<file path="src/rtl/ocp_pkg.sv">
// Package: shared state encoding for the overcurrent pulse-skip latch.
// Assumes: one controller, one clock domain.
package ocp_pkg;
    typedef enum logic [1:0] {
        OC_IDLE  = 2'd0,
        OC_SKIP  = 2'd1,
        OC_WATCH = 2'd2,
        OC_LATCH = 2'd3
    } oc_state_e;
endpackage

</file>
<file path="src/rtl/ocp_cycle_counter.sv">
// Module: switching-cycle counter for one overcurrent episode.
// Counts cycle-start strobes; clear has priority over load-to-one,
// which has priority over advance. Assumes synchronous active-low reset.
module ocp_cycle_counter #(
    parameter int CNT_W = 5
) (
    input  logic             clk,
    input  logic             rst_n,
    input  logic             clr,
    input  logic             load_one,
    input  logic             adv,
    output logic [CNT_W-1:0] cnt
);
    // Hold, clear, load or advance the episode cycle number.
    always_ff @(posedge clk) begin
        if (!rst_n || clr) begin
            cnt <= '0;
        end else if (load_one) begin
            cnt <= CNT_W'(1);
        end else if (adv) begin
            cnt <= cnt + CNT_W'(1);
        end
    end
endmodule

</file>
<file path="src/rtl/ocp_ctrl_fsm.sv">
// Module: episode controller. On each strobe it decides between idle,
// skipping, watching and latched, based on the flag and the cycle
// number held by the counter. Assumes cnt is the number of the cycle
// whose strobe was last taken in the current episode.
module ocp_ctrl_fsm
    import ocp_pkg::*;
#(
    parameter int SKIP_CYCLES  = 8,
    parameter int WATCH_CYCLES = 8,
    parameter int CNT_W        = 5
) (
    input  logic             clk,
    input  logic             rst_n,
    input  logic             en,
    input  logic             cyc_start,
    input  logic             ilim_flag,
    input  logic [CNT_W-1:0] cnt,
    output logic             cnt_clr,
    output logic             cnt_load,
    output logic             cnt_adv,
    output oc_state_e        state
);
    localparam logic [CNT_W-1:0] LAST_SKIP  = CNT_W'(SKIP_CYCLES);
    localparam logic [CNT_W-1:0] LAST_WATCH = CNT_W'(SKIP_CYCLES + WATCH_CYCLES);

    oc_state_e nxt;

    // Next-state and counter-control decision, taken only on strobes.
    always_comb begin
        nxt      = state;
        cnt_clr  = 1'b0;
        cnt_load = 1'b0;
        cnt_adv  = 1'b0;
        if (!en) begin
            nxt     = OC_IDLE;
            cnt_clr = 1'b1;
        end else if (cyc_start) begin
            unique case (state)
                OC_IDLE: begin
                    if (ilim_flag) begin
                        nxt      = OC_SKIP;
                        cnt_load = 1'b1;
                    end
                end
                OC_SKIP: begin
                    if (cnt == LAST_SKIP && ilim_flag) begin
                        nxt     = OC_LATCH;
                        cnt_clr = 1'b1;
                    end else begin
                        if (cnt == LAST_SKIP) nxt = OC_WATCH;
                        cnt_adv = 1'b1;
                    end
                end
                OC_WATCH: begin
                    if (cnt == LAST_WATCH) begin
                        if (ilim_flag) begin
                            nxt      = OC_SKIP;
                            cnt_load = 1'b1;
                        end else begin
                            nxt     = OC_IDLE;
                            cnt_clr = 1'b1;
                        end
                    end else if (ilim_flag) begin
                        nxt     = OC_LATCH;
                        cnt_clr = 1'b1;
                    end else begin
                        cnt_adv = 1'b1;
                    end
                end
                OC_LATCH: nxt = OC_LATCH;
                default:  nxt = OC_IDLE;
            endcase
        end
    end

    // State register.
    always_ff @(posedge clk) begin
        if (!rst_n) state <= OC_IDLE;
        else        state <= nxt;
    end
endmodule

</file>
<file path="src/rtl/ocp_skip_latch.sv">
// Module: top of the overcurrent pulse-skip latch. Ties the counter
// and the controller together and decodes the registered state into
// the drive inhibit, latch and busy outputs.
// Assumes cyc_start is one clock wide per switching cycle.
module ocp_skip_latch
    import ocp_pkg::*;
#(
    parameter int SKIP_CYCLES  = 8,
    parameter int WATCH_CYCLES = 8
) (
    input  logic clk,
    input  logic rst_n,
    input  logic en,
    input  logic cyc_start,
    input  logic ilim_flag,
    output logic hs_inhibit,
    output logic prot_latched,
    output logic busy
);
    localparam int CNT_W = $clog2(SKIP_CYCLES + WATCH_CYCLES + 1);

    logic [CNT_W-1:0] cnt;
    logic             cnt_clr;
    logic             cnt_load;
    logic             cnt_adv;
    oc_state_e        state;

    ocp_cycle_counter #(.CNT_W(CNT_W)) u_cnt (
        .clk      (clk),
        .rst_n    (rst_n),
        .clr      (cnt_clr),
        .load_one (cnt_load),
        .adv      (cnt_adv),
        .cnt      (cnt)
    );

    ocp_ctrl_fsm #(
        .SKIP_CYCLES  (SKIP_CYCLES),
        .WATCH_CYCLES (WATCH_CYCLES),
        .CNT_W        (CNT_W)
    ) u_fsm (
        .clk       (clk),
        .rst_n     (rst_n),
        .en        (en),
        .cyc_start (cyc_start),
        .ilim_flag (ilim_flag),
        .cnt       (cnt),
        .cnt_clr   (cnt_clr),
        .cnt_load  (cnt_load),
        .cnt_adv   (cnt_adv),
        .state     (state)
    );

    // Output decode from the registered state.
    always_comb begin
        hs_inhibit   = (state == OC_SKIP) || (state == OC_LATCH);
        prot_latched = (state == OC_LATCH);
        busy         = (state == OC_SKIP) || (state == OC_WATCH);
    end
endmodule

</file>
<file path="config.mk">
export PLATFORM = sky130hd
export DESIGN_NAME = ocp_skip_latch
export DESIGN_NICKNAME = d
export VERILOG_FILES = /design/src/rtl/ocp_pkg.sv /design/src/rtl/ocp_cycle_counter.sv /design/src/rtl/ocp_ctrl_fsm.sv /design/src/rtl/ocp_skip_latch.sv
export SDC_FILE = /design/constraint.sdc
export NUM_CORES = 1
export LEC_CHECK = 0
export BUFFER_PORTS_ARGS = -buffer_cell sky130_fd_sc_hd__buf_2
export CAP_MARGIN = 20
export CORE_AREA = 2 2 39 41
export CTS_BUF_LIST = sky130_fd_sc_hd__clkbuf_16
export DETAILED_ROUTE_END_ITERATION = 7
export DIE_AREA = 0 0 41 43
export PLACE_DENSITY = 0.67
export SKIP_CTS_REPAIR_TIMING = 1
export SLEW_MARGIN = 15
export SYNTH_ARGS = -nofsm -noshare
export SYNTH_HDL_FRONTEND = slang
export SYNTH_SLANG_ARGS = --single-unit
</file>
<file path="constraint.sdc">
create_clock -name clk -period 6.01 [get_ports clk]
set_input_delay 0.9015 -clock clk [delete_from_list [all_inputs] [get_ports clk]]
set_output_delay 0.9015 -clock clk [all_outputs]
set_load 0.05 [all_outputs]
</file>
Word level (Yosys, flattened, before mapping)
Index checks and enable logic that the tools add are counted.
{ "totals": {"inputBits": 5, "ff_bits": 7, "word_cells": 47, "output_inout_bits": 3} }
{ "op_classes": {"mux": 25, "eq_ne": 8, "reduce_logical": 10, "addsub": 1} }
{ "ops": {"columns": ["cell", "count"], "rows": [
  ["2-to-1 mux 1 bit", 16],
  ["2-to-1 mux 2 bit", 5],
  ["one-hot mux 2 bit (4 select lines)", 1],
  ["one-hot mux 1 bit (2 select lines)", 3],
  ["adder 5 x 1 -> 5 bit, second input constant", 1],
  ["equality test 5 x 4 -> 1 bit, second input constant", 1],
  ["equality test 5 bit, second input constant", 1],
  ["equality test 2 bit, second input constant", 2],
  ["AND reduction 4 bit", 1],
  ["logical OR 1 bit", 3],
  ["!= test 3 x 1 -> 1 bit, second input constant", 1],
  ["!= test 3 x 2 -> 1 bit, second input constant", 1],
  ["equality test 2 x 1 -> 1 bit, second input constant", 1],
  ["zero test 2 bit", 1],
  ["!= test 2 bit, second input constant", 1],
  ["AND reduction 2 bit", 1],
  ["nonzero test 2 bit", 1],
  ["OR reduction 2 bit", 1],
  ["logical AND 1 bit", 1],
  ["zero test 1 bit", 1]
]} }

Depth between registers and ports, before layout
{ "depth": {"ltp_word": 8, "mapped_depth": 9, "depth_no_buf": 9} }

Cells and area by module
From an unflattened synthesis, not the netlist that was laid out.
{ "hier_totals": {"cells_unflattened": 72, "area_unflattened_um2": 659.4} }
{ "modules_own_cells": {"columns": ["module", "instances", "cells_each", "seq_area_each_um2", "area_each_um2"], "rows": [
  ["ocp_ctrl_fsm", 1, 43, 40.0, 357.8],
  ["ocp_cycle_counter", 1, 24, 100.1, 262.8],
  ["ocp_skip_latch", 1, 5, 0.0, 38.8]
]} }

Least setup slack after synthesis
OpenSTA, ideal clock, no wires.
{ "synth_timing": {"kind": "flip-flop to output port", "from": "register u_fsm.state[0]", "to": "output port hs_inhibit", "stages_incl_launch_ff": 3, "required_time_ns": 5.108, "n_path_buf": 0, "t_arrival_ns": 1.244, "setup_slack_ns": 3.864, "cell_sequence": "dfxtp_1 > ha_1 > or2_2"} }
{ "synth_via": {"elab_chain_cells": 2, "elab_cells_between_ends": 3, "classes_between": "eq/ne (2); reduce/logical (1)"} }
{ "synth_lines": {"columns": ["item", "line_no", "rtl"], "rows": [
  ["start: declaration", "ocp_ctrl_fsm.sv:21", "output oc_state_e state"],
  ["start signal: assignment", "ocp_ctrl_fsm.sv:79", "else state <= nxt;"],
  ["equality test 2 bit", null, null],
  ["via prot_latched", "ocp_skip_latch.sv:17", "output logic prot_latched,"],
  ["logical OR 1 bit", "ocp_skip_latch.sv:56", "hs_inhibit = (state == OC_SKIP) || (state == OC_LATCH);"],
  ["end: declaration", "ocp_skip_latch.sv:16", "output logic hs_inhibit,"]
]} }
The timed path passes the listed nets, and every way through them passes these cells.

Worst setup path in the final report
{ "layout_timing": {"from": "register u_fsm.state[1]", "to": "output port hs_inhibit"} }
{ "layout_via": {"elab_chain_cells": 2, "elab_cells_between_ends": 3, "classes_between": "eq/ne (2); reduce/logical (1)"} }
{ "layout_lines": {"columns": ["item", "line_no"], "rows": [
  ["equality test 2 x 1 -> 1 bit / equality test 2 bit (equally long branches)", "ocp_skip_latch.sv:56"],
  ["logical OR 1 bit (*)", "ocp_skip_latch.sv:56"]
]} }
Every way passes the cells marked *; elsewhere a longest branch is shown, timed or not.

==> results.toml <==
[floorplanning]
floorplan.initialDensity_pct = 42.0
boundaryPins = 8
std_cell_rows = 14
design.core.area_um2 = 1380
die-area_um2 = 1760
die_width_um = 41
die_h_um = 43

[final_layout]
final_cell_count_no_fill = 95
fraction_of_layout_instances_using_a_drive_strength_above_1_pct = 17.7
post_synthesis_to_final_layout_area_growth_pct = 23.1
ant_diodes = 0
final_net_count = 95
final_cell_mix = "inv_1 (10), ha_1 (10), buf_2 (7), dfxtp_1 (7), a21oi_1 (6)"
layout.core_utilization_pct = 51.6

[worst_setup_path]
critical_path_peak_fanout = 5
crit_required_ps = 5110
criticalPathCategory = "reg2out"
critical_path.n_buffers_inverters = 2
critical_path.startpoint_type = "flop"
cp-end-kind = "output pin"
cp_cell_sequence = "inv_1, ha_1, or2_2, buf_2"
cp_data_arrival_time_ps = 1420
crit_path_top_delay_cell = "dfxtp_1"
max_stage_delay_ps = 340
cp_top_family = "flip-flops"

[timing]
max_slew_headroom_pct = 75.5
layout_worst_path_cycle_share_pct = 38.5
achievable-frequency_ghz = 0.432
grt_setup_unrepaired = "no"
hold_ws_ps = 499
finalHoldViolations = 0
timing_worst_slew_pin_value_ps = 363
final.min_clock_period_ps = 2320
drv_slew = 0
worst_clock_skew_ps = 1.45
finalSetupViolCount = 0
setup_tns_ps = 0

[global_routing]
overflow = 0
grt_util_met1_pct = 22.8
grt_antenna_before_repair = 0
groute.usage.overall_pct = 16.4
use_met2_pct = 24.4
use_met3_pct = 4.71
global_route.peak_usage_layer = "met2"
grt_max_degree = 9
vias_in_the_first_global_route = 484
grt_first_pass_wirelength_mm = 2.01

[placement]
hpwl_um = 841
gp_congestion = 0.768
port_buffers = 7
placedCellCount = 91

[detailed_routing]
finalWirelength_mm = 1.12
antenna_violating_nets_post_route = 0
viasPerCell = 5.29
remaining_drc_errors = 0
dr_wl_cell_um = 11.8
dr_total_vias = 503
drt_iter0_markers = 6
drt_pass1_iterations = 4

[flow_run]
timing.max_cap.violations = 0

[run_status]
run_status = "finished clean"

[synth]
yosys_register_bits = 7
synth_cell_type_count = 27
area_of_the_mapped_netlist_um2 = 581
ys_warn_count = 0
synth.yosys.seq_area_share_pct = 24.1
synthesis.area_per_instance_um2 = 8.54
synthesis.nets = 83
synth_cells = 68

[pwr]
static-leakage-power_nw = 0.310
power_per_cell_area_nw_per_um2 = 243
max_ir_drop_vdd_uv = 273

[cts]
tritoncts_clock_tree = "yes"
numCtsBuffers = 3
clkTransAtPathRegs_ps = 40
clock_tree.buffer_depth = 2
htreeDepth = 1
worst_skew_pair.late_latency_ps = 230
clk_root_buffer_cell = "clkbuf_16"
clock_sinks = 7

[min_path]
worstHoldPathType = "reg2reg"
flip-flops by register name, summed over array words and instances (netlist names):
name         count
u_cnt.cnt        5
u_fsm.state      2
Yosys cell counts:
library cell | count | area, um^2
a31oi_1 | 1 | 6.26
a32oi_1 | 1 | 8.76
and4bb_4 | 1 | 16.3
or3_1 | 3 | 18.8
and4_1 | 1 | 8.76
nor2b_1 | 2 | 12.5
and2_1 | 1 | 6.26
ha_1 | 10 | 125
nor2_1 | 1 | 3.75
o211ai_1 | 1 | 7.51
or2_2 | 1 | 6.26
nand2_1 | 3 | 11.3
a22o_1 | 1 | 8.76
xnor2_1 | 1 | 8.76
and3_2 | 1 | 7.51
dfxtp_1 | 7 | 140
nand3_1 | 4 | 20.0
inv_1 | 9 | 33.8
o21ai_0 | 4 | 20.0
a21boi_0 | 1 | 7.51
o41ai_1 | 1 | 8.76
o21a_1 | 2 | 15.0
and4bb_2 | 1 | 12.5
a21oi_1 | 6 | 30.0
mux2i_1 | 2 | 20.0
a211o_1 | 1 | 8.76
a211oi_1 | 1 | 7.51
kinds of logic after synthesis:
kind of cell | Yosys count | synth area share (%)
flip-flops | 7 | 24.1
AND/OR/NAND/NOR | 19 | 21.3
XOR/XNOR | 1 | 1.51
multiplexers | 2 | 3.45
AO/OA/AOI/OAI | 20 | 22.2
buffers and inverters | 9 | 5.82
adder cells (fa/ha/maj) | 10 | 21.6
worst min-delay path, delay by kind of cell, from the launching register on:
family	cells	cell delay, ps
AO/OA/AOI/OAI	2	130
flip-flops	1	310
worst paths after layout:
path                        from            to  slack [ps]  cells after the start
setup / recovery  u_fsm.state[1]    hs_inhibit        3690                      4
setup reg to reg    u_cnt.cnt[0]  u_cnt.cnt[4]        3760                      9
hold reg to reg     u_cnt.cnt[4]  u_cnt.cnt[4]         500                      2
hold / removal      u_cnt.cnt[4]  u_cnt.cnt[4]         500                      2
per-stage QoR:
stage | cell area (um^2) | setup slack [ps] | total power [mW]
5_1_grt | 714 | 3590 | 0.178
6_report | 714 | 3690 | 0.173
2_1_floorplan | 581 | 3860 | 0.0587
3_5_place_dp | 636 | 3600 | 0.0630
3_3_place_gp | 636 | 3670 | 0.0628
4_1_cts | 714 | 3680 | 0.174
cell type report:
type | count | area [um^2]
Timing Repair Buffer | 7 | 35.0
Sequential cell | 7 | 140
Tap cell | 16 | 20.0
Fill cell | 133 | 669
Clock inverter | 1 | 3.75
Inverter | 9 | 33.8
Clock buffer | 3 | 75.1
Multi-Input combinational cell | 52 | 407
report_power, final:
part	switching, mW	internal, mW	total [mW]
Clock	0.0245	0.0865	0.111
Combinational	0.00915	0.00554	0.0147
Sequential	0.000518	0.0472	0.0477
metal layers:
| layer | up-vias | wire (um) |
|---|---|---|
| met5 | - | 0 |
| met2 | 8 | 527 |
| met3 | 0 | 41 |
| li1 | 269 | - |
| met1 | 226 | 552 |
| met4 | 0 | 0 |
Power figures use the tool's default switching activity.
